File: src/rtl/vx_pkg.sv
package vx_pkg;
  // width of one carry-select block in the merging adders
  localparam int CSEL_BLK = 4;
endpackage

File: src/rtl/vx_cell2.sv
// 2x2 leaf: vertical product for bit 0, crosswise sum for bit 1,
// vertical product of the upper bits plus crosswise carry for bits 3..2.
module vx_cell2 (
  input  logic [1:0] a,
  input  logic [1:0] b,
  output logic [3:0] p
);
  logic x_lo_hi, x_hi_lo, mid_cy, top_pp;

  assign x_lo_hi = a[0] & b[1];
  assign x_hi_lo = a[1] & b[0];
  assign mid_cy  = x_lo_hi & x_hi_lo;
  assign top_pp  = a[1] & b[1];

  assign p[0] = a[0] & b[0];
  assign p[1] = x_lo_hi ^ x_hi_lo;
  assign p[2] = top_pp ^ mid_cy;
  assign p[3] = top_pp & mid_cy;
endmodule

File: src/rtl/vx_csa3.sv
// 3:2 compressor: bitwise sum and majority (carry, not yet shifted).
module vx_csa3 #(
  parameter int WD = 8
) (
  input  logic [WD-1:0] x,
  input  logic [WD-1:0] y,
  input  logic [WD-1:0] z,
  output logic [WD-1:0] sv,
  output logic [WD-1:0] cv
);
  assign sv = x ^ y ^ z;
  assign cv = (x & y) | (x & z) | (y & z);
endmodule

File: src/rtl/vx_csel_add.sv
// Carry-select adder: block 0 ripples, every upper block precomputes
// both carry-in cases and a mux picks one. Result includes carry out.
module vx_csel_add #(
  parameter int WD  = 8,
  parameter int BLK = vx_pkg::CSEL_BLK
) (
  input  logic [WD-1:0] a,
  input  logic [WD-1:0] b,
  output logic [WD:0]   s
);
  localparam int NB = (WD + BLK - 1) / BLK;

  logic [NB:0] cy;
  assign cy[0] = 1'b0;

  for (genvar i = 0; i < NB; i++) begin : gen_blk
    localparam int LO = i * BLK;
    localparam int BW = ((WD - LO) < BLK) ? (WD - LO) : BLK;
    if (i == 0) begin : gen_first
      assign {cy[1], s[LO +: BW]} = {1'b0, a[LO +: BW]} + {1'b0, b[LO +: BW]};
    end else begin : gen_sel
      logic [BW:0] r0, r1;
      assign r0 = {1'b0, a[LO +: BW]} + {1'b0, b[LO +: BW]};
      assign r1 = {1'b0, a[LO +: BW]} + {1'b0, b[LO +: BW]} + (BW+1)'(1);
      assign {cy[i+1], s[LO +: BW]} = cy[i] ? r1 : r0;
    end
  end

  assign s[WD] = cy[NB];
endmodule

File: src/rtl/vx_merge.sv
// Combines four half-width products (each W bits) into a 2W-bit product.
module vx_merge #(
  parameter int W = 16
) (
  input  logic [W-1:0]   ll,
  input  logic [W-1:0]   hl,
  input  logic [W-1:0]   lh,
  input  logic [W-1:0]   hh,
  output logic [2*W-1:0] p
);
  localparam int H = W / 2;

  logic [W-1:0] ll_up, sv, cv;
  logic [W:0]   mid_r, hi_r;
  logic [H:0]   mid_up;

  assign ll_up = W'(ll[W-1:H]);

  vx_csa3 #(.WD(W)) u_csa (
    .x (ll_up),
    .y (hl),
    .z (lh),
    .sv(sv),
    .cv(cv)
  );

  // middle sum: compressor sum plus shifted majority; the majority bit
  // that shifts out at weight 2^W is kept aside and folded back below
  vx_csel_add #(.WD(W)) u_mid (
    .a(sv),
    .b({cv[W-2:0], 1'b0}),
    .s(mid_r)
  );

  // total of the three terms fits in W+1 bits, so both weight-2^W bits
  // can never be set together and an OR combines them exactly
  assign mid_up = {mid_r[W] | cv[W-1], mid_r[W-1:H]};

  vx_csel_add #(.WD(W)) u_hi (
    .a(hh),
    .b(W'(mid_up)),
    .s(hi_r)
  );

  // the upper adder's carry out is always zero for an exact product
  assign p = {hi_r[W-1] | hi_r[W], hi_r[W-2:0], mid_r[H-1:0], ll[H-1:0]};
endmodule

File: src/rtl/vx_mul.sv
// Recursive quadrant multiplier, combinational. W is a power of two >= 2.
module vx_mul #(
  parameter int W = 16
) (
  input  logic [W-1:0]   a,
  input  logic [W-1:0]   b,
  output logic [2*W-1:0] p
);
  if (W == 2) begin : gen_leaf
    vx_cell2 u_cell (.a(a), .b(b), .p(p));
  end else begin : gen_split
    localparam int H = W / 2;
    logic [W-1:0] ll, hl, lh, hh;

    vx_mul #(.W(H)) u_ll (.a(a[H-1:0]), .b(b[H-1:0]), .p(ll));
    vx_mul #(.W(H)) u_hl (.a(a[W-1:H]), .b(b[H-1:0]), .p(hl));
    vx_mul #(.W(H)) u_lh (.a(a[H-1:0]), .b(b[W-1:H]), .p(lh));
    vx_mul #(.W(H)) u_hh (.a(a[W-1:H]), .b(b[W-1:H]), .p(hh));

    vx_merge #(.W(W)) u_merge (
      .ll(ll), .hl(hl), .lh(lh), .hh(hh), .p(p)
    );
  end
endmodule

File: src/rtl/vxmul_top.sv
module vxmul_top #(
  parameter int W = 16
) (
  input  logic           clk,
  input  logic           rst,
  input  logic [W-1:0]   op_a,
  input  logic [W-1:0]   op_b,
  output logic [2*W-1:0] prod
);
  logic [2*W-1:0] prod_c;

  vx_mul #(.W(W)) u_mul (.a(op_a), .b(op_b), .p(prod_c));

  always_ff @(posedge clk) begin
    if (rst) prod <= '0;
    else     prod <= prod_c;
  end
endmodule

File: config.mk
export PLATFORM = sky130hd
export DESIGN_NAME = vxmul_top
export DESIGN_NICKNAME = d
export VERILOG_FILES = /design/src/rtl/vx_pkg.sv /design/src/rtl/vx_cell2.sv /design/src/rtl/vx_csa3.sv /design/src/rtl/vx_csel_add.sv /design/src/rtl/vx_merge.sv /design/src/rtl/vx_mul.sv /design/src/rtl/vxmul_top.sv
export SDC_FILE = /design/constraint.sdc
export NUM_CORES = 1
export LEC_CHECK = 0
export BUFFER_PORTS_ARGS = -buffer_cell sky130_fd_sc_hd__buf_2
export CAP_MARGIN = 20
export CORE_MARGIN = 5
export CORE_UTILIZATION = 60
export DETAILED_ROUTE_END_ITERATION = 7
export HOLD_SLACK_MARGIN = 0.08
export PLACE_DENSITY = 0.87
export SETUP_SLACK_MARGIN = 0.5
export SYNTH_ARGS = -nofsm -noshare
export SYNTH_HDL_FRONTEND = slang
export SYNTH_SLANG_ARGS = --single-unit
File: constraint.sdc
create_clock -name clk -period 14.2 [get_ports clk]
set_input_delay 0 -clock clk [delete_from_list [all_inputs] [get_ports clk]]
set_output_delay 0 -clock clk [all_outputs]
set_load 0.05 [all_outputs]
== Word-level counts from Yosys, hierarchy flattened ==
Index checks and enable logic that the tools add are counted.

* Bits in registers: 32
* Input bits: 34
* Output and inout bits: 32
* Logic and storage cells: 785

* Add/subtract/negate cells: 69
* Multiplexer cells: 14
* Bitwise logic cells: 701

{| class="wikitable"
|+ Operators with widths
! kind !! number
|-
| AND 1 bit || 384
|-
| adder 4 x 4 -> 5 bit || 34
|-
| AND 2 x 4 -> 4 bit || 32
|-
| bitwise OR 4 bit || 32
|-
| XOR 1 bit || 128
|-
| adder 4 x 3 -> 5 bit || 16
|-
| 2-to-1 mux 5 bit || 14
|-
| adder 5 x 1 -> 5 bit, second input constant || 13
|-
| AND 4 bit || 16
|-
| AND 4 x 8 -> 8 bit || 8
|-
| bitwise OR 8 bit || 8
|-
| XOR 2 x 4 -> 4 bit || 16
|-
| XOR 4 bit || 16
|-
| bitwise OR 1 bit || 42
|-
| AND 8 x 16 -> 16 bit || 2
|-
| AND 8 bit || 4
|-
| bitwise OR 16 bit || 2
|-
| XOR 4 x 8 -> 8 bit || 4
|-
| XOR 8 bit || 4
|-
| adder 4 x 1 -> 5 bit || 5
|-
| AND 16 bit || 1
|-
| XOR 16 bit || 1
|-
| XOR 8 x 16 -> 16 bit || 1
|-
| adder 4 x 1 -> 5 bit, second input constant || 1
|}

== Logic depth before layout (Yosys ltp) ==
Gate-level depths: netlist (run 1).

* Depth after elaboration: 35
* Mapped depth: 55
* Mapped depth without buffers: 54

== Modules after synthesis ==
Synthesis (run 1) repeated with hierarchy kept, for this count alone.

* Cells, all modules: 1766
* Area total of the unflattened synthesis: 16066.7 µm²

{| class="wikitable"
|+ By module, submodules not included
! module !! instances !! cells each !! area an instance (µm²) !! sequential area each (µm²)
|-
| vx_csel_add at u_mul.gen_split.u_hh.gen_split.u_hh.gen_split.u_merge.u_hi ... || 32 || 16 || 136.4 || 0.0
|-
| vx_cell2 || 64 || 6 || 50.0 || 0.0
|-
| vx_csel_add at u_mul.gen_split.u_hh.gen_split.u_merge.u_hi ... || 8 || 47 || 367.9 || 0.0
|-
| vx_csel_add at u_mul.gen_split.u_merge.u_hi ... || 2 || 98 || 844.6 || 0.0
|-
| vx_csa3 at u_mul.gen_split.u_hh.gen_split.u_hh.gen_split.u_merge.u_csa ... || 16 || 4 || 80.1 || 0.0
|-
| vxmul_top || 1 || 67 || 863.3 || 640.6
|-
| vx_csa3 at u_mul.gen_split.u_hh.gen_split.u_merge.u_csa ... || 4 || 8 || 160.2 || 0.0
|-
| vx_merge at u_mul.gen_split.u_hh.gen_split.u_hh.gen_split.u_merge ... || 16 || 5 || 31.3 || 0.0
|-
| vx_csa3 at u_mul.gen_split.u_merge.u_csa || 1 || 16 || 320.3 || 0.0
|-
| vx_merge at u_mul.gen_split.u_hh.gen_split.u_merge ... || 4 || 7 || 46.3 || 0.0
|-
| vx_merge at u_mul.gen_split.u_merge || 1 || 11 || 76.3 || 0.0
|}

== Worst setup path before layout (run 1) ==
No wires, ideal clock.

* Path type: in2reg
* From: input op_b[0]
* To: register prod[31]
* Setup time: 0.079 ns
* Arrival time: 9.937 ns
* Required time: 14.121 ns
* Slack: 4.183 ns
* Cell stages on the path: 52
* Buffers on the path: 1
* Cell sequence: clkbuf_1 > and2_1 > ha_1 > ha_1 > inv_1 > fa_1 > inv_1 > ha_1 > inv_1 > fa_1 > xnor2_1 > ha_1 > a21oi_1 > nor2b_1 > mux2i_1 > nand2b_1 > fa_1 > ha_1 > [16 not listed] > inv_1 > fa_1 > inv_1 > ha_1 > nand2_1 > nor4b_1 > mux2i_1 > xnor2_2 > xor2_1 > ha_1 > fa_1 > ha_1 > nand2_2 > a2111oi_4 > xnor2_2 > a22oi_4 > o31a_2 > a211oi_2

* Word-level cells in the longest chain between the ends: 34
* Elaborated cells between the ends (all ways): 151
* Those cells by class: 32 x add/sub; 10 x mux; 109 x bitwise

{| class="wikitable"
|+ RTL lines
! item !! line !! source
|-
| start, declared || vxmul_top.sv:7 || <nowiki>input logic [W-1:0] op_b,</nowiki>
|-
| AND 1 bit || vx_cell2.sv:11 || <nowiki>assign x_hi_lo = a[1] & b[0];</nowiki>
|-
| AND 1 bit || vx_cell2.sv:12 || <nowiki>assign mid_cy = x_lo_hi & x_hi_lo;</nowiki>
|-
| XOR 1 bit or AND 1 bit (tied branches) || vx_cell2.sv:17, vx_cell2.sv:18 ||
|-
| AND 2 x 4 -> 4 bit || vx_csa3.sv:12 || <nowiki>assign cv = (x & y) | (x & z) | (y & z);</nowiki>
|-
| bitwise OR 4 bit (2 in series) || vx_csa3.sv:12 ||
|-
| adder 4 x 4 -> 5 bit || vx_csel_add.sv:20 || <nowiki>assign {cy[1], s[LO +: BW]} = {1'b0, a[LO +: BW]} + {1'b0, b[LO +: BW]};</nowiki>
|-
| bitwise OR 1 bit || vx_merge.sv:37 || <nowiki>assign mid_up = {mid_r[W] | cv[W-1], mid_r[W-1:H]};</nowiki>
|-
| adder 4 x 3 -> 5 bit || vx_csel_add.sv:20 ||
|-
| [15 not listed] || - ||
|-
| adder 4 x 4 -> 5 bit or adder 5 x 1 -> 5 bit (tied branches) || vx_csel_add.sv:23, vx_csel_add.sv:24 ||
|-
| adder 5 x 1 -> 5 bit or 2-to-1 mux 5 bit (tied branches) || vx_csel_add.sv:24, vx_csel_add.sv:25 ||
|-
| 2-to-1 mux 5 bit (2 in series) || vx_csel_add.sv:25 || <nowiki>assign {cy[i+1], s[LO +: BW]} = cy[i] ? r1 : r0;</nowiki>
|-
| bitwise OR 1 bit or adder 4 x 4 -> 5 bit (tied branches) || vx_merge.sv:37, vx_csel_add.sv:23, vx_csel_add.sv:24 ||
|-
| adder 4 x 1 -> 5 bit or adder 5 x 1 -> 5 bit (tied branches) || vx_csel_add.sv:23, vx_csel_add.sv:24 ||
|-
| adder 5 x 1 -> 5 bit or 2-to-1 mux 5 bit (tied branches) || vx_csel_add.sv:24, vx_csel_add.sv:25 ||
|-
| 2-to-1 mux 5 bit * (2 in series) || vx_csel_add.sv:25 ||
|-
| bitwise OR 1 bit * || vx_merge.sv:46 || <nowiki>assign p = {hi_r[W-1] | hi_r[W], hi_r[W-2:0], mid_r[H-1:0], ll[H-1:0]};</nowiki>
|-
| end signal, assigned || vxmul_top.sv:16 || <nowiki>else prod <= prod_c;</nowiki>
|-
| end, declared || vxmul_top.sv:8 || <nowiki>output logic [2*W-1:0] prod</nowiki>
|}

Mark *: on every way between the ends. The rest lies on a longest branch, timed or not.
A chain may end at the register's enable or synchronous reset.

== Worst setup path in the final report (run 1) ==
* From: input op_a[0]
* To: register prod[31]

* Word-level cells in the longest chain between the ends: 34
* Elaborated cells between the ends (all ways): 151
* Those cells by class: 32 x add/sub; 10 x mux; 109 x bitwise

{| class="wikitable"
|+ RTL lines
! item !! line !! source
|-
| start, declared || vxmul_top.sv:6 || <nowiki>input logic [W-1:0] op_a,</nowiki>
|-
| AND 1 bit || vx_cell2.sv:10 || <nowiki>assign x_lo_hi = a[0] & b[1];</nowiki>
|-
| AND 1 bit || vx_cell2.sv:12 ||
|-
| XOR 1 bit or AND 1 bit (tied branches) || vx_cell2.sv:17, vx_cell2.sv:18 ||
|-
| AND 2 x 4 -> 4 bit || vx_csa3.sv:12 ||
|-
| bitwise OR 4 bit (2 in series) || vx_csa3.sv:12 ||
|-
| adder 4 x 4 -> 5 bit || vx_csel_add.sv:20 ||
|-
| bitwise OR 1 bit || vx_merge.sv:37 ||
|-
| adder 4 x 3 -> 5 bit || vx_csel_add.sv:20 ||
|-
| [15 not listed] || - ||
|-
| adder 4 x 4 -> 5 bit or adder 5 x 1 -> 5 bit (tied branches) || vx_csel_add.sv:23, vx_csel_add.sv:24 ||
|-
| adder 5 x 1 -> 5 bit or 2-to-1 mux 5 bit (tied branches) || vx_csel_add.sv:24, vx_csel_add.sv:25 ||
|-
| 2-to-1 mux 5 bit (2 in series) || vx_csel_add.sv:25 ||
|-
| bitwise OR 1 bit or adder 4 x 4 -> 5 bit (tied branches) || vx_merge.sv:37, vx_csel_add.sv:23, vx_csel_add.sv:24 ||
|-
| adder 4 x 1 -> 5 bit or adder 5 x 1 -> 5 bit (tied branches) || vx_csel_add.sv:23, vx_csel_add.sv:24 ||
|-
| adder 5 x 1 -> 5 bit or 2-to-1 mux 5 bit (tied branches) || vx_csel_add.sv:24, vx_csel_add.sv:25 ||
|-
| 2-to-1 mux 5 bit * (2 in series) || vx_csel_add.sv:25 ||
|-
| bitwise OR 1 bit * || vx_merge.sv:46 ||
|}

Marked as above.

==> impl_metrics.ini, run 1 <==
[synth]
synth_top_area_cell = ha_1
synth_edf_count = 0
synthTopCellsByCount = ha_1, and2_1, inv_1
ys_types = 62
synthSimpleGateAreaFrac = 0.189
netlist_area_um2 = 13000
yosys_register_bits = 32
ys_top_cells_by_area = ha_1, fa_1, and2_1
yosysSeqAreaShare = 0.0493
synth_most_common_cell = ha_1
synth_compound_area_frac = 0.0981
syn_nets = 1946
synthCells = 1435
synthAdderAreaFrac = 0.521
synth_top_family_by_area = adder cells
synth-xor-area-share = 0.0751
synth_top_area_frac = 0.357
muxShareOfSynthArea = 0.0106
ys_async_sr_fraction = 0
synth_flop_cell = dfxtp_1
ys.warnings.count = 0
postSynthAreaPerCell_um2 = 9.05

[status]
outcome = finished clean

[clock_network]
cts_tree = built
cts-root-buf = clkbuf_16
cts.reportedPaths.clkPinSlew_ps = 70
clock_sinks = 32
postCtsSetupRepairBufs = 0
clk_path_buf_depth = 2
numCtsBuffers = 5
cts_resized = 0
h-tree-depth = 2
cts_hold_buf = 0

[setup_path]
path_max_fanout = 16
max_stage_delay_ps = 530
crit_arrival_ps = 10910
critPathCaptureType = flip-flop
cp_slowest_cell = fa_1
crit_path_start_kind = input port
cpMostUsedCell = ha_1
crit_family = adder cells
worstSetupPathType = input port to flip-flop
worstPathRequired_ps = 14410
crit_buf_inv = 8

[sta]
fmax_mhz = 93.5
worstMarginPinSlew_ps = 668
whs_ps = 147
layout_min_cycle_time_ps = 10700
setup_viol = 0
hold_viol = 0
fin_crit_sh = 0.753
max-slew-margin-rel = 0.542
rsz0062_at_grt = false
finalMaxSlewViolations = 0
setup-tns-final_ps = 0

[place]
io_buffers = 65
globalplace.congestion = 0.861
dpl.hpwl_um = 23900

[detailed_routing]
drc = 0
drtIter0Drc = 441
wl_per_cell_um = 16.7
viasPerCell = 5.84
finalWirelength_um = 29000
dr.pass1.iters = 5
ant_nets = 0
vias = 10200

[floorplanning]
ios = 66
die_width_um = 157
die_h_um = 157
fp.coreArea_um2 = 21200
initial_core_util = 0.614
rows = 53
dieArea_um2 = 24700

[grt]
grt_pass1_wl_um = 48600
overflow = 0
first_global_vias = 10700
antenna_found_initial = 0
grt_start_max_net_pins = 32
grt_usage = 0.239

[final_layout]
largest_reg_flops = 32
top_register = prod
fin_nets = 1978
largestRegisters = prod: 32 flops
final_layout_size_suffix_gt1_frac = 0.0668
fillers = 1655
antenna_cells = 0
area_delta_synth_final_pct = 5.04

[job]
drv_cap = 0

[hold_path]
holdCritPathClass = input port to flip-flop
## cell families (layout without fill, tap and decap cells)
logic type / count (synthesis) / count (layout)
AOI/OAI and AO/OA: 183 / 183
xor gates and xnor gates: 108 / 108
adders and majority gates: 477 / 477
buffers and inverters: 198 / 230
DFF: 32 / 32
muxes: 13 / 13
and+or+nand+nor: 424 / 424
## per-stage QoR
step | worst slack (ps) | utilization | instance area, um2 | instances
floorplan | 4180 | - | 13000 | 1435
global placement | 3690 | 0.638 | 13500 | 1735
detailed placement | 3260 | 0.638 | 13500 | 1735
CTS | 3570 | 0.645 | 13600 | 1742
global route | 2690 | 0.645 | 13600 | 1742
finish | 3500 | 0.645 | 13600 | 1742
## routing by layer
metal  track usage  vias to the layer above  part of all wire
met5             0                        -                 0
met4        0.0819                        0             0.032
met3        0.0179                       77             0.039
met2         0.455                      251              0.52
met1         0.283                     4948              0.41
li1              -                     4896                 -
## layout make-up
type                    instances  area [um2]  share of cell area
clock inverters                 2        12.5            0.000917
clock buffers                   5         125             0.00917
repair buffers                 65         325              0.0238
well taps                     275         344              0.0252
flip-flops and latches         32         641              0.0470
inverters                     158         593              0.0435
multi-input cells            1205       11600               0.850
## cell usage in the layout (no fill, tap or decap), types with 7 or more instances in the layout
master / count
xor2_1: 54
fa_1: 106
buf_2: 65
a21o_1: 53
a211o_1: 17
nand2b_1: 18
a21oi_1: 58
xnor2_1: 50
nor2_1: 38
nand2_1: 65
nand3b_1: 11
and2_1: 221
o21ai_0: 14
inv_1: 158
mux2i_1: 7
nor2b_1: 24
nor3_1: 10
ha_1: 371
dfxtp_1: 32
## worst paths after layout
path                  cells past startpoint  slack (ps)        to    start
worst max-delay path                     53        3500  prod[31]  op_a[0]
worst min-delay path                      2         150   prod[0]  op_a[0]
Power of run 1 is not shown: default switching activity piles up to over one toggle a cycle in this logic, so the estimate is an artifact.
==> inputs of run 2 (changes only) <==
==> constraint.sdc (replaced) <==
create_clock -name clk -period 10.17 [get_ports clk]
set_input_delay 0 -clock clk [delete_from_list [all_inputs] [get_ports clk]]
set_output_delay 0 -clock clk [all_outputs]
set_load 0.05 [all_outputs]
==> run 2 against run 1 <==
  * Global-route usage increased by 2.2 points
  * Non-clock buffer count rose by 53
  * First-iteration DRC count rose by 63%
  * Via count up 6.9%
  * Die area is the same
  * Worst setup slack got worse by 3500 ps
==> impl_metrics.ini, run 2 (synthesis results as in run 1) <==
[detailed_routing]
wl_per_cell_um = 19.2
vias = 10900
ant_nets = 0
finalWirelength_um = 34500
drtIter0Drc = 718
dr.pass1.iters = 5
viasPerCell = 6.05
drc = 0

[place]
globalplace.congestion = 0.905
place_area_um2 = 13700
io_buffers = 65
dp.cells = 1754
dpl.hpwl_um = 24700

[final_layout]
final_area_um2 = 14600
multi_input_area_um2 = 12100
seq_area_um2 = 641
fillers = 1488
fin_nets = 2031
largest_reg_flops = 32
final_common_cell = ha_1
area_delta_synth_final_pct = 12.8
largestRegisters = prod: 32 flops
final_cell_mix = ha_1, and2_1, inv_1, fa_1, nand2_1
post-route-util = 0.692
layout.cells.non_filler = 1797
top_register = prod
final_layout_size_suffix_gt1_frac = 0.155

[sta]
rsz0062_at_grt = true
worstMarginPinSlew_ps = 801
layout_min_cycle_time_ps = 10150
setup-tns-final_ps = 0
fmax_mhz = 98.5
finalMaxSlewViolations = 0
max-slew-margin-rel = 0.466
setup_viol = 0
fin_crit_sh = 0.998
hold_viol = 0

[setup_path]
path_max_fanout = 7
worstSetupPathType = input port to flip-flop
crit_arrival_ps = 10380
critPathCaptureType = flip-flop
crit_path_start_kind = input port
worstPathRequired_ps = 10400
cpMostUsedCell = inv_2
cp_slowest_cell = fa_2
max_stage_delay_ps = 560

[clock_network]
cts-root-buf = clkbuf_16
clk_path_buf_depth = 2
cts_tree = built
numCtsBuffers = 5
clock_sinks = 32
h-tree-depth = 2
cts.reportedPaths.clkPinSlew_ps = 70

[floorplanning]
initial_core_util = 0.614
fp.coreArea_um2 = 21200
dieArea_um2 = 24700
die_h_um = 157
ios = 66
rows = 53
die_width_um = 157

[grt]
grt_start_max_net_pins = 32
antenna_found_initial = 1
grt_usage = 0.261
overflow = 0
grt_pass1_wl_um = 52600
first_global_vias = 11300

[hold_path]
holdCritPathClass = input port to flip-flop
holdPathStages = 3

[job]
drv_cap = 0

[status]
outcome = finished clean
## run 2: cell types whose count changed in the layout (fill, tap and decap cells not counted), sizes merged
| cell | previous run | this run |
|---|---|---|
| buf | 65 | 117 |
| clkbuf | 5 | 8 |
| clkinv | 1 | 0 |
| clkinvlp | 1 | 0 |
| diode | 0 | 1 |
| dlygate4sd3 | 0 | 1 |
## run 2: per-stage QoR
step / setup slack, ps / hold slack (ps)
2_1_floorplan: 540 / 146
3_3_place_gp: 97.5 / 335
3_5_place_dp: -320 / 339
4_1_cts: 466 / 123
5_1_grt: -232 / 150
6_report: 20.4 / 120
## run 2: area by class of cell
type | count | area share
antenna | 1 | 0.000171
multi-input combinational | 1205 | 0.828
timing repair buffer | 118 | 0.0546
clock buffer | 8 | 0.00999
sequential | 32 | 0.0437
tap | 275 | 0.0235
inverter | 158 | 0.0405
## run 2: routing by layer
layer / share of wire / track usage / wire, um
met5: 0 / 0 / 0
met4: 0.058 / 0.0991 / 2000
met3: 0.055 / 0.0368 / 1890
met2: 0.50 / 0.487 / 17200
met1: 0.39 / 0.302 / 13300
## run 2: worst paths after layout
check / from / endpoint / slack [ps]
worst max-delay path: op_a[0] / prod[31] / 20
worst min-delay path: op_a[0] / prod[0] / 120
## run 2: critical path: cells and delay by family
family,cells,cell delay (ps)
compound gates,9,2070
xor+xnor,5,840
fa+ha+maj,14,4400
buf+inv,12,980
mux,1,330
simple gates,10,1740
## run 2: what timing repair did
| item | in CTS | in global routing |
|---|---|---|
| hold buffers | 1 | 0 |
| resized for setup | 80 | 40 |
| buffers inserted | 23 | 10 |
| endpoints found under the hold margin | 1 | 0 |
| pin swaps | 51 | 45 |
| endpoints found under the setup margin | 8 | 8 |
Power of run 2 is left out for the same reason.
==> inputs of run 3 (changes only) <==
--- a/config.mk
+++ b/config.mk
@@ -7,6 +7,7 @@
 export LEC_CHECK = 0
 export BUFFER_PORTS_ARGS = -buffer_cell sky130_fd_sc_hd__buf_2
 export CAP_MARGIN = 20
+export CORE_ASPECT_RATIO = 1.1
 export CORE_MARGIN = 5
 export CORE_UTILIZATION = 60
 export DETAILED_ROUTE_END_ITERATION = 7
==> run 3 against run 2 <==
  * Maximum frequency is 3.0% higher
  * Worst hold slack improved by 92 ps
  * Utilization shrank 1.2 points
  * Cell count is 0.22% higher
  * Cell area shrank 0.98%
  * First-iteration DRC count decreased by 25%
  * Global-route usage down 1.2 points
  * Count of clock-buffer cells in the layout down 1
  * Non-clock buffer count decreased by 10
  * Critical path type unchanged
  * Critical endpoint is now prod[25]
==> impl_metrics.ini, run 3 (synthesis results as in run 1) <==
[final_layout]
final_cell_mix = ha_1, and2_1, inv_1, fa_1, nand2_1
antenna_cells = 0
largest_reg_flops = 32
area_delta_synth_final_pct = 11.7
layout.cells.non_filler = 1801
top_register = prod
fin_nets = 2021
final_common_cell = ha_1
largestRegisters = prod: 32 flops
final_layout_size_suffix_gt1_frac = 0.144
final_area_um2 = 14500

[floorplanning]
die_h_um = 164
dieArea_um2 = 24700
fp.coreArea_um2 = 21300
initial_core_util = 0.610
ios = 66
die_width_um = 150
rows = 56

[sta]
worstMarginPinSlew_ps = 754
fmax_mhz = 101
max-slew-margin-rel = 0.497
layout_min_cycle_time_ps = 9860
fin_crit_sh = 0.969
setup_viol = 0
rsz0062_at_grt = true
finalMaxSlewViolations = 0
hold_viol = 0
whs_ps = 212
worst_slack_ps = 311

[detailed_routing]
viasPerCell = 5.82
drtIter0Drc = 535
finalWirelength_um = 31400
vias = 10500
ant_nets = 0
dr.pass1.iters = 5
wl_per_cell_um = 17.4
drc = 0

[clock_network]
clk_path_buf_depth = 2
h-tree-depth = 2
cts_tree = built
cts.reportedPaths.clkPinSlew_ps = 60
clock_sinks = 32
cts-root-buf = clkbuf_16
numCtsBuffers = 5

[setup_path]
crit_start = op_a[1]
critPathCaptureType = flip-flop
crit_path_start_kind = input port
cp_slowest_cell = fa_1
max_stage_delay_ps = 550
worstPathRequired_ps = 10300
worstSetupPathType = input port to flip-flop
path_max_fanout = 7
cp-endpoint = prod[25]
cpMostUsedCell = fa_1
crit_arrival_ps = 9990

[grt]
first_global_vias = 11000
overflow = 0
antenna_found_initial = 0
grt_start_max_net_pins = 32
grt_pass1_wl_um = 50400
grt_usage = 0.249

[place]
dpl.hpwl_um = 23700
dp.cells = 1768
globalplace.congestion = 0.845
io_buffers = 65
place_area_um2 = 13700
post-place-ws_ps = -251

[job]
drv_cap = 0

[hold_path]
holdCritPathClass = input port to flip-flop

[status]
outcome = finished clean
-- run 3: repair_timing --
action	in CTS	in global routing
hold buffers	1	0
buffers inserted	17	7
hold endpoints to repair	1	0
setup endpoints to repair	8	9
pin swaps	41	39
resized for setup	53	47
-- run 3: per-stage QoR --
stage	utilization	setup TNS (ps)
after floorplan	-	0
after global placement	0.643	0
after detailed placement	0.643	-808
after CTS	0.668	0
after global routing	0.681	-7.81
final	0.681	0
-- run 3: critical path, delay by kind of cell --
family                   cells  cell delay, ps
adder cells (fa/ha/maj)     17            5170
AND/OR/NAND/NOR              8            1220
buffers and inverters       11            1150
AO/OA/AOI/OAI                5            1020
XOR/XNOR                     6            1000
multiplexers                 2             450
-- run 3: cell type report --
class,instances,area (um2)
clock buffers,7,153
clock inverters,1,30.0
fillers,1538,6800
inverters,158,596
multi-input cells,1205,12000
flip-flops and latches,32,641
well taps,290,363
repair buffers,108,694
-- run 3: how the worst min path moves through the flow --
stage,from,to,cells past startpoint
4_1_cts,op_a[0],prod[1],4
3_5_place_dp,op_b[0],prod[0],2
3_3_place_gp,op_b[0],prod[0],2
6_report,op_a[0],prod[1],4
5_1_grt,op_a[0],prod[1],4
2_1_floorplan,op_b[0],prod[0],1
-- run 3: per-layer routing --
layer  vias up  track usage  part of all wire
li1       4984            -                 -
met1      5091        0.287              0.38
met2       305        0.469              0.52
met3        97       0.0317             0.063
met4         0       0.0836             0.036
met5         -            0                 0
Power of run 3 is left out for the same reason.
